### config.mk
export PLATFORM = sky130hd
export DESIGN_NAME = macc_unit
export DESIGN_NICKNAME = d
export VERILOG_FILES = /design/src/rtl/macc_pkg.sv /design/src/rtl/macc_decode.sv /design/src/rtl/macc_mult.sv /design/src/rtl/macc_acc.sv /design/src/rtl/macc_unit.sv
export SDC_FILE = /design/constraint.sdc
export NUM_CORES = 2
export LEC_CHECK = 0
export ABC_AREA = 1
export BUFFER_PORTS_ARGS = -buffer_cell sky130_fd_sc_hd__buf_2
export CAP_MARGIN = 30
export CORE_ASPECT_RATIO = 1.1
export CORE_MARGIN = 1.5
export CORE_UTILIZATION = 39
export CTS_BUF_LIST = sky130_fd_sc_hd__clkbuf_16
export CTS_CLUSTER_DIAMETER = 150
export CTS_CLUSTER_SIZE = 14
export DETAILED_ROUTE_END_ITERATION = 6
export SLEW_MARGIN = 25
export SYNTH_ARGS = -nofsm -noshare
export SYNTH_HDL_FRONTEND = slang
export SYNTH_SLANG_ARGS = --single-unit
### constraint.sdc
create_clock -name clk -period 2.2 [get_ports clk]
set_input_delay 0.44 -clock clk [delete_from_list [all_inputs] [get_ports clk]]
set_output_delay 0.44 -clock clk [all_outputs]
set_load 0.01 [all_outputs]
### src/rtl/macc_pkg.sv
package macc_pkg;

   localparam int INSTR_W = 32;
   localparam int REG_IDX_W = 5;
   localparam int SEL_W = 5;

   localparam logic [5:0] OPC_SPECIAL = 6'b000000;
   localparam logic [5:0] FN_ACC_MAIN = 6'b101000;
   localparam logic [5:0] FN_ACC_LOFULL = 6'b101001;

   // Decoded micro-operation carried from issue to commit
   typedef struct packed {
      logic                 in_grp;    // instruction belongs to this unit
      logic                 rsvd;      // unknown selector under a known function
      logic                 full_lo;   // 64-bit LO-only accumulate
      logic                 sgn;       // signed operands
      logic                 accum;     // add to previous accumulator
      logic                 wb;        // returns a half to the register file
      logic                 hi_half;   // returned half is the upper one
      logic [REG_IDX_W-1:0] rd;
   } mop_t;

endpackage

### src/rtl/macc_decode.sv
module macc_decode
   import macc_pkg::*;
(
   input  logic [INSTR_W-1:0] instr,
   output mop_t               op
);

   logic [5:0]       opc;
   logic [5:0]       fn;
   logic [SEL_W-1:0] sel;

   assign opc = instr[31:26];
   assign fn  = instr[5:0];
   assign sel = instr[10:6];

   always_comb begin
      op    = '0;
      op.rd = instr[15:11];
      if (opc == OPC_SPECIAL && fn == FN_ACC_MAIN) begin
         op.in_grp = 1'b1;
         case (sel)
            5'b00000: begin
               op.sgn   = 1'b1;
               op.accum = 1'b1;
            end
            5'b00010, 5'b00011, 5'b01010, 5'b01011: begin
               op.accum   = 1'b1;
               op.wb      = 1'b1;
               op.sgn     = ~sel[0];
               op.hi_half = sel[3];
            end
            5'b00100, 5'b00101, 5'b01100, 5'b01101: begin
               op.wb      = 1'b1;
               op.sgn     = ~sel[0];
               op.hi_half = sel[3];
            end
            default: op.rsvd = 1'b1;
         endcase
      end else if (opc == OPC_SPECIAL && fn == FN_ACC_LOFULL) begin
         op.in_grp = 1'b1;
         if (sel == '0) begin
            op.full_lo = 1'b1;
            op.sgn     = 1'b1;
            op.accum   = 1'b1;
         end else begin
            op.rsvd = 1'b1;
         end
      end
   end

endmodule

### src/rtl/macc_mult.sv
module macc_mult #(
   parameter int HALF_W   = 32,
   parameter bit MUL_PIPE = 1'b1
) (
   input  logic                  clk,
   input  logic                  rst_n,
   input  logic                  en,
   input  logic                  sgn,
   input  logic [HALF_W-1:0]     a,
   input  logic [HALF_W-1:0]     b,
   output logic [2*HALF_W-1:0]   prod
);

   localparam int PROD_W = 2 * HALF_W;

   // Extend both words to product width, then multiply modulo 2^PROD_W
   function automatic logic [PROD_W-1:0] ext_mul(
      input logic              s,
      input logic [HALF_W-1:0] x,
      input logic [HALF_W-1:0] y
   );
      logic [PROD_W-1:0] xe;
      logic [PROD_W-1:0] ye;
      xe = {{(PROD_W-HALF_W){s & x[HALF_W-1]}}, x};
      ye = {{(PROD_W-HALF_W){s & y[HALF_W-1]}}, y};
      return xe * ye;
   endfunction

   generate
      if (MUL_PIPE) begin : g_early
         logic [PROD_W-1:0] prod_q;
         always_ff @(posedge clk or negedge rst_n) begin
            if (!rst_n)  prod_q <= '0;
            else if (en) prod_q <= ext_mul(sgn, a, b);
         end
         assign prod = prod_q;
      end else begin : g_late
         logic              sgn_q;
         logic [HALF_W-1:0] a_q;
         logic [HALF_W-1:0] b_q;
         always_ff @(posedge clk or negedge rst_n) begin
            if (!rst_n) begin
               sgn_q <= 1'b0;
               a_q   <= '0;
               b_q   <= '0;
            end else if (en) begin
               sgn_q <= sgn;
               a_q   <= a;
               b_q   <= b;
            end
         end
         assign prod = ext_mul(sgn_q, a_q, b_q);
      end
   endgenerate

endmodule

### src/rtl/macc_acc.sv
module macc_acc
   import macc_pkg::*;
#(
   parameter int DATA_W = 64,
   parameter int HALF_W = 32
) (
   input  logic                  clk,
   input  logic                  rst_n,
   input  logic                  commit,
   input  mop_t                  op,
   input  logic [2*HALF_W-1:0]   prod,
   output logic [DATA_W-1:0]     hi_q,
   output logic [DATA_W-1:0]     lo_q,
   output logic [DATA_W-1:0]     wb_val
);

   localparam int ACC_W = 2 * HALF_W;
   localparam int PAD_W = DATA_W - HALF_W;

   function automatic logic [DATA_W-1:0] widen(input logic [HALF_W-1:0] h);
      return {{PAD_W{h[HALF_W-1]}}, h};
   endfunction

   logic [ACC_W-1:0]  acc_cur;
   logic [ACC_W-1:0]  acc_nxt;
   logic [DATA_W-1:0] prod_wide;
   logic [DATA_W-1:0] lo_full_nxt;
   logic              apply;

   generate
      if (DATA_W > ACC_W) begin : g_pad
         assign prod_wide = {{(DATA_W-ACC_W){prod[ACC_W-1]}}, prod};
      end else begin : g_same
         assign prod_wide = prod;
      end
   endgenerate

   assign acc_cur     = {hi_q[HALF_W-1:0], lo_q[HALF_W-1:0]};
   assign acc_nxt     = op.accum ? (acc_cur + prod) : prod;
   assign lo_full_nxt = lo_q + prod_wide;
   assign apply       = commit && op.in_grp && !op.rsvd;
   assign wb_val      = widen(op.hi_half ? acc_nxt[ACC_W-1:HALF_W]
                                         : acc_nxt[HALF_W-1:0]);

   always_ff @(posedge clk or negedge rst_n) begin
      if (!rst_n) begin
         hi_q <= '0;
         lo_q <= '0;
      end else if (apply) begin
         if (op.full_lo) begin
            lo_q <= lo_full_nxt;
         end else begin
            hi_q <= widen(acc_nxt[ACC_W-1:HALF_W]);
            lo_q <= widen(acc_nxt[HALF_W-1:0]);
         end
      end
   end

endmodule

### src/rtl/macc_unit.sv
module macc_unit
   import macc_pkg::*;
#(
   parameter int DATA_W   = 64,
   parameter int HALF_W   = 32,
   parameter bit MUL_PIPE = 1'b1
) (
   input  logic                 clk,
   input  logic                 rst_n,
   input  logic                 start,
   input  logic [31:0]          instr,
   input  logic [DATA_W-1:0]    src_a,
   input  logic [DATA_W-1:0]    src_b,
   output logic                 done,
   output logic                 rsvd_op,
   output logic                 rd_we,
   output logic [4:0]           rd_idx,
   output logic [DATA_W-1:0]    rd_data,
   output logic [DATA_W-1:0]    hi_q,
   output logic [DATA_W-1:0]    lo_q
);

   localparam int ACC_W = 2 * HALF_W;

   generate
      if (DATA_W < ACC_W) begin : g_bad_width
         $error("macc_unit: DATA_W must hold two halves");
      end
      if (HALF_W < 2) begin : g_bad_half
         $error("macc_unit: HALF_W too small");
      end
   endgenerate

   mop_t              op_dec;
   mop_t              op_s1;
   logic              s1_vld;
   logic              accept;
   logic [ACC_W-1:0]  prod;
   logic [DATA_W-1:0] wb_val;

   assign accept = start && !s1_vld;

   macc_decode u_dec (
      .instr (instr),
      .op    (op_dec)
   );

   macc_mult #(
      .HALF_W   (HALF_W),
      .MUL_PIPE (MUL_PIPE)
   ) u_mul (
      .clk   (clk),
      .rst_n (rst_n),
      .en    (accept),
      .sgn   (op_dec.sgn),
      .a     (src_a[HALF_W-1:0]),
      .b     (src_b[HALF_W-1:0]),
      .prod  (prod)
   );

   always_ff @(posedge clk or negedge rst_n) begin
      if (!rst_n) begin
         s1_vld <= 1'b0;
         op_s1  <= '0;
      end else begin
         s1_vld <= accept;
         if (accept) op_s1 <= op_dec;
      end
   end

   macc_acc #(
      .DATA_W (DATA_W),
      .HALF_W (HALF_W)
   ) u_acc (
      .clk    (clk),
      .rst_n  (rst_n),
      .commit (s1_vld),
      .op     (op_s1),
      .prod   (prod),
      .hi_q   (hi_q),
      .lo_q   (lo_q),
      .wb_val (wb_val)
   );

   always_ff @(posedge clk or negedge rst_n) begin
      if (!rst_n) begin
         done    <= 1'b0;
         rsvd_op <= 1'b0;
         rd_we   <= 1'b0;
         rd_idx  <= '0;
         rd_data <= '0;
      end else begin
         done    <= s1_vld;
         rsvd_op <= s1_vld && op_s1.rsvd;
         rd_we   <= s1_vld && op_s1.wb && (op_s1.rd != '0);
         if (s1_vld) begin
            rd_idx  <= op_s1.rd;
            rd_data <= wb_val;
         end
      end
   end

endmodule

* Yosys cells after proc, flatten, opt, wreduce, memory -nomap -nowiden
Cells that the tools add are included.
** Operators by class
- Multiply operators :: 1
- Multiplexer cells :: 14
- Reduce and logical (&&, ||, !) cells :: 17
- Bitwise gates (word level) :: 4
- Add/sub/neg operators :: 2
- Equality and inequality tests :: 10
** Operators with widths (number)
- 64-bit adder :: 2
- 64-bit 2-to-1 mux :: 2
- 33-bit by 33-bit multiplier with 64-bit output :: 1
- 32-bit 2-to-1 mux :: 1
- 5-bit by 4-bit == test with 1-bit output, second input constant :: 4
- 6-bit == test, second input constant :: 2
- 5-bit by 2-bit == test with 1-bit output, second input constant :: 2
- 5-bit by 3-bit == test with 1-bit output, second input constant :: 2
- 9-bit OR reduction :: 1
- 1-bit logical AND :: 8
- 2-bit 2-to-1 mux :: 4
- 8-bit OR reduction :: 1
- 6-bit logical NOT :: 1
- 5-bit logical NOT :: 1
- 5-bit 2-to-1 mux :: 1
- 5-bit nonzero test :: 1
- 5-bit OR reduction :: 1
- 1-bit 2-to-1 mux :: 4
- 3-bit 2-to-1 mux :: 1
- 1-bit AND :: 2
- 1-bit logical NOT :: 2
- 1-bit NOT :: 2
- 1-bit one-hot mux with 2 select lines :: 1
- 2-bit AND reduction :: 1
** Word-level totals
- Logic and storage cells :: 64
- Register bits :: 212
- Output and inout port bits :: 200

* Depth between registers and ports, before layout
- Depth in word-level cells :: 6
- Gate-level depth with buffers :: 38
- Mapped depth without buffers :: 36

* Modules after synthesis
A second synthesis with hierarchy kept.
** Unflattened totals
- Cells, all modules :: 8530
- Area, all modules :: 60504.3 um2
** Modules (own cells, without submodules)
- macc_mult :: area an instance 42145.4 um2, seq. area each 1601.5 um2, times used 1, cells an instance 5272
- macc_acc :: area an instance 14869.3 um2, seq. area each 2402.3 um2, times used 1, cells an instance 2843
- macc_unit :: area an instance 3189.3 um2, seq. area each 2127.0 um2, times used 1, cells an instance 356
- macc_decode :: area an instance 300.3 um2, seq. area each 0.0 um2, times used 1, cells an instance 59

* Least setup slack after synthesis
OpenSTA, ideal clock, no wires.
- Path kind :: input-to-reg
- From :: input instr[5]
- To :: register u_mul.g_early.prod_q[62], in the netlist u_mul.prod[62]
- Stages on the path :: 35
- Setup slack :: -5631 ps
- Buffers on the path :: 2
- Data arrival time :: 7713 ps
- Data required time :: 2082 ps
- Cells stage by stage :: inv_1 or2_1 nor2_1 nand3b_1 nand2_1 nand2_1 clkbuf_1 buf_2 nor2_1 fa_1 inv_1 fa_1 fa_1 inv_1 fa_1 inv_1 fa_1 fa_1 inv_1 fa_1 inv_1 fa_1 inv_1 ha_1 inv_1 nor3_1 inv_1 nor2_1 inv_1 nor4_1 nand2_1 nand2_1 nand2_1 nand3_1 nand2_1
** On the way
- Longest elaborated chain between the ends :: 6
** RTL lines
- from (decl) :: line macc_unit.sv:11 : input logic [31:0] instr,
- 6-bit == test :: line macc_decode.sv:39 : end else if (opc == OPC_SPECIAL && fn == FN_ACC_LOFULL) begin
- 1-bit logical AND :: line macc_decode.sv:39
- 5-bit 2-to-1 mux :: line macc_decode.sv:39
- 2-bit 2-to-1 mux * :: line macc_decode.sv:19 : if (opc == OPC_SPECIAL && fn == FN_ACC_MAIN) begin
- 1-bit AND (on tied branches) :: line macc_mult.sv:24, macc_mult.sv:25
- 33-bit by 33-bit multiplier with 64-bit output * :: line macc_mult.sv:26 : return xe * ye;
- to (signal assigned) :: line macc_mult.sv:34 : else if (en) prod_q <= ext_mul(sgn, a, b);
- to (decl) :: line macc_mult.sv:31 : logic [PROD_W-1:0] prod_q;
Mark *: on every way between the ends. The rest lies on a longest branch, timed or not.
A chain may end at the register's enable or synchronous reset.

* Final worst setup path
- From :: input instr[1]
- To :: register u_mul.g_early.prod_q[44], in the netlist u_mul.prod[44]
Same word-level chain as after synthesis.

==> results summary <==
The data arrival time of the critical path is 7810 ps. After global routing the overflow that remains totals 0. The area growth from synthesis to final layout is 31.2%. The half-perimeter wire length after placement is 200 mm. The flow ran to the end, but the final reports show violations. In this design, the stage delay of the slowest critical-path cell is 620 ps. In the routed design, unresolved DRC markers number 0.

The aggregate negative setup slack is -287,490 ps. The total count of max-transition violations in the final report is 0. The TritonCTS buffer count came out at 19.

The number of nets still failing antenna checks after routing is 0. STA classifies the critical path startpoint as an input pin. The count of buffers inserted at the top-level ports is 288. The H-tree depth came out at 1. After detailed routing, the average wire length per cell comes to 20.2 um. Once the floorplan was initialized, standard cells occupied 39.3% of the core. The CTS clock-pin slew for the worst setup and hold paths came out at 70 ps.

The placeable core region is 148,000 um^2. The setup check on the worst reg-to-reg path leaves a slack of -570 ps. The tree is rooted in a sky130_fd_sc_hd__clkbuf_16. In the post-synthesis netlist, the biggest area contributors are sky130_fd_sc_hd__fa_1 39%, sky130_fd_sc_hd__nand2_1 16%, sky130_fd_sc_hd__inv_1 13%. The maximum clock frequency came out at 137 MHz. The final worst setup slack came out at -5120 ps. The sequential element share of the synthesized area is 9.13%. The via count of the first global-routing pass is 58,793. The data required time of the worst path came out at 2690 ps. After technology mapping, the gate count stands at 8,011. The global-route wire length before repair came out at 347 mm. The distinct cell type count after synthesis came out at 54. The cell accounting for the most synthesized area is sky130_fd_sc_hd__fa_1. For the pin with the worst max-slew slack, the measured transition is 728 ps. The fraction of the core area covered by cells at the end of the flow came out at 51.5%. The checks that failed: setup timing. For the worst flop-to-flop path, the logic depth is 17.

The TritonCTS clock tree is built. The minimum period implied by the final worst setup slack is 7320 ps. The initial antenna violation count came to 4. The library cells used most frequently in the layout, excluding fill and tap cells, are 2,398 x sky130_fd_sc_hd__nand2_1, 1,884 x sky130_fd_sc_hd__inv_1, 1,218 x sky130_fd_sc_hd__buf_4, 1,083 x sky130_fd_sc_hd__fa_1, 315 x sky130_fd_sc_hd__nor2_1. The top cell type's share of synthesized area came out at 38.8%. Setup repair after global routing could not meet its margin everywhere. The endpoint of the lowest-slack register-to-register path is rd_data[22]. The largest buffer count on any clock path came out at 3. The routed wire length came out at 227 mm. The final period utilization is 333%. At the later pin of the worst-skew pair, clock insertion delay measures 560 ps. The post-synth net total came out at 9,606. Using the TritonRoute via totals, the vias-per-cell ratio works out to 4.91. The critical path ends at u_mul.prod[44].

The share of async-settable or async-resettable flops after synthesis is 100%. The max-capacitance violation count is 0. The cell family contributing the most delay on the critical path is adder cells. Measured along the y axis, the die boundary spans 408 um. After synthesis, the mean cell area works out to 7.25 um^2.

The routed via count is 55,289. STA classifies the critical path endpoint as a flip-flop. The largest driver fanout on the critical path came out at 12.

The horizontal die dimension came out at 371 um. The relative slew slack is 51.5%. In this run the number of cells on the critical path is 33.

Entering global routing, the biggest net connects 61 pins. The number of buffer and inverter instances along the worst setup path came out at 9. The iteration-0 DRC count of the detailed router came out at 3,639. Synthesis inferred 212 register bits.

The final-stage net count is 10,905. The launch point of the critical path is instr[1]. The class of the most critical hold timing path is in2reg.

The setup clock skew after layout came out at 24.9 ps. The final-report hold violation count came out at 0. Leaving out fill and tap cells, the most frequent cell in the layout is sky130_fd_sc_hd__nand2_1.

The critical path's most frequent cell is sky130_fd_sc_hd__fa_1. The area of the die is 151,000 um^2. The startpoint of the lowest-slack register-to-register path is u_acc.lo_q[21].

The top-level I/O count is 363. The number of placement rows is 148. The fraction of layout cells with a size suffix above 1 is 25.5%. For this run, the leading register cell type out of synthesis is sky130_fd_sc_hd__dfrtp_1. The final weighted congestion of routability-driven global placement came out at 1.04. The total global-route track usage came out at 30.3%. The largest individual stage delay along the critical path comes from the cell sky130_fd_sc_hd__fa_2. The mapped netlist covers 58,100 um^2.

By startpoint and endpoint, the worst setup path is classified as in2reg. Setup violations remaining at the end of the flow were counted as 178. The first detailed-routing pass took 6 iterations. The number of warning messages in the yosys log is 0. The number of clock sinks seen by CTS is 212. Yosys mapped a number of flops with a built-in enable equal to 0.
[area by class of cell]
class	instances	area [um^2]
diodes	1	2.50
clock buffers	19	475
clock inverters	3	28.8
fillers	14429	71800
inverters	1963	7390
multi-input cells	5466	47000
flip-flops and latches	212	5310
well taps	1950	2440
repair buffers	1648	13500
[through the flow]
stage	hold slack (ps)	std cells	area (um^2)	worst slack [ps]
2_1_floorplan	144	8011	60400	-5300
3_3_place_gp	388	11174	72500	-5950
3_5_place_dp	396	11174	72500	-6050
4_1_cts	52.4	11246	75200	-5030
5_1_grt	88.1	11261	76200	-5400
6_report	71.3	11262	76200	-5120
[Yosys cell counts (5+ instances only)]
library cell and count:
sky130_fd_sc_hd__xor2_1 26, sky130_fd_sc_hd__clkbuf_1 274, sky130_fd_sc_hd__nand2_2 29, sky130_fd_sc_hd__nand3_2 9, sky130_fd_sc_hd__o21ai_2 6, sky130_fd_sc_hd__a21o_1 12
sky130_fd_sc_hd__nor2_1 436, sky130_fd_sc_hd__o21ai_0 171, sky130_fd_sc_hd__mux2i_1 5, sky130_fd_sc_hd__nand3_1 326, sky130_fd_sc_hd__nor4_1 8, sky130_fd_sc_hd__buf_4 65
sky130_fd_sc_hd__nor2_2 9, sky130_fd_sc_hd__o211ai_1 15, sky130_fd_sc_hd__nand2_4 7, sky130_fd_sc_hd__nand4_1 56, sky130_fd_sc_hd__buf_1 16, sky130_fd_sc_hd__fa_1 1126
sky130_fd_sc_hd__a31oi_1 50, sky130_fd_sc_hd__inv_1 1949, sky130_fd_sc_hd__clkinv_1 6, sky130_fd_sc_hd__a21oi_1 201, sky130_fd_sc_hd__nand2_1 2502, sky130_fd_sc_hd__nor3_1 29
sky130_fd_sc_hd__and3_1 6, sky130_fd_sc_hd__o21bai_1 15, sky130_fd_sc_hd__xnor2_1 20, sky130_fd_sc_hd__inv_2 8, sky130_fd_sc_hd__or2_2 25, sky130_fd_sc_hd__ha_1 306
sky130_fd_sc_hd__buf_2 12, sky130_fd_sc_hd__dfrtp_1 212, sky130_fd_sc_hd__nand3b_1 25, sky130_fd_sc_hd__o21a_1 10
[metal layers]
metal,global-route usage [%],wire length [um],vias to the layer above
met4,16.3,15100,0
met3,2.07,10600,429
met1,37.3,90400,27310
met2,52.9,111000,1644
li1,-,-,25906
met5,0,0,-
[cell families (layout without fill, tap and decap cells)]
group           after synthesis  in the layout  share of synthesized area [%]
xor+xnor                     46             46                          0.694
other cells                   0              1                              0
simple gates               3485           3485                           24.4
mux                           5              5                         0.0862
buf+inv                    2333           3633                           15.6
flops                       212            212                           9.13
compound gates              498            498                           4.73
fa+ha+maj                  1432           1432                           45.4
[registers in the layout, indices dropped and copies added (netlist names)]
signal and count:
rd_data 32, op_s1 11, rd_we 1, u_acc.hi_q 32
u_mul.prod 64, done 1, s1_vld 1, rsvd_op 1
rd_idx 5, u_acc.lo_q 64
[worst reg2reg max path, delay by kind of cell (launching register included)]
| family | cells | cell delay, ps |
|---|---|---|
| DFF | 1 | 410 |
| adders and majority gates | 1 | 320 |
| buffers and inverters | 5 | 590 |
| and+or+nand+nor | 10 | 1060 |
| xor gates and xnor gates | 1 | 320 |
[what timing repair did]
item	CTS	global route
hold endpoints to repair	42	0
resized for setup	443	222
buffers inserted	48	14
setup endpoints to repair	180	184
pin swaps	100	79
cloned	3	1
hold buffers	1	0
[worst min path at each step]
stage,startpoint,to,slack (ps),cells past startpoint
3_5_place_dp,rst_n,u_acc.lo_q[7],400,1
5_1_grt,instr[15],op_s1[4],90,3
4_1_cts,instr[15],op_s1[4],50,3
2_1_floorplan,rst_n,done,140,0
6_report,instr[15],op_s1[4],70,3
3_3_place_gp,rst_n,u_acc.lo_q[7],390,1
Power is left out: the tool's default activity adds up to more than one toggle a clock period on the data nets, which glitch-free logic cannot reach.
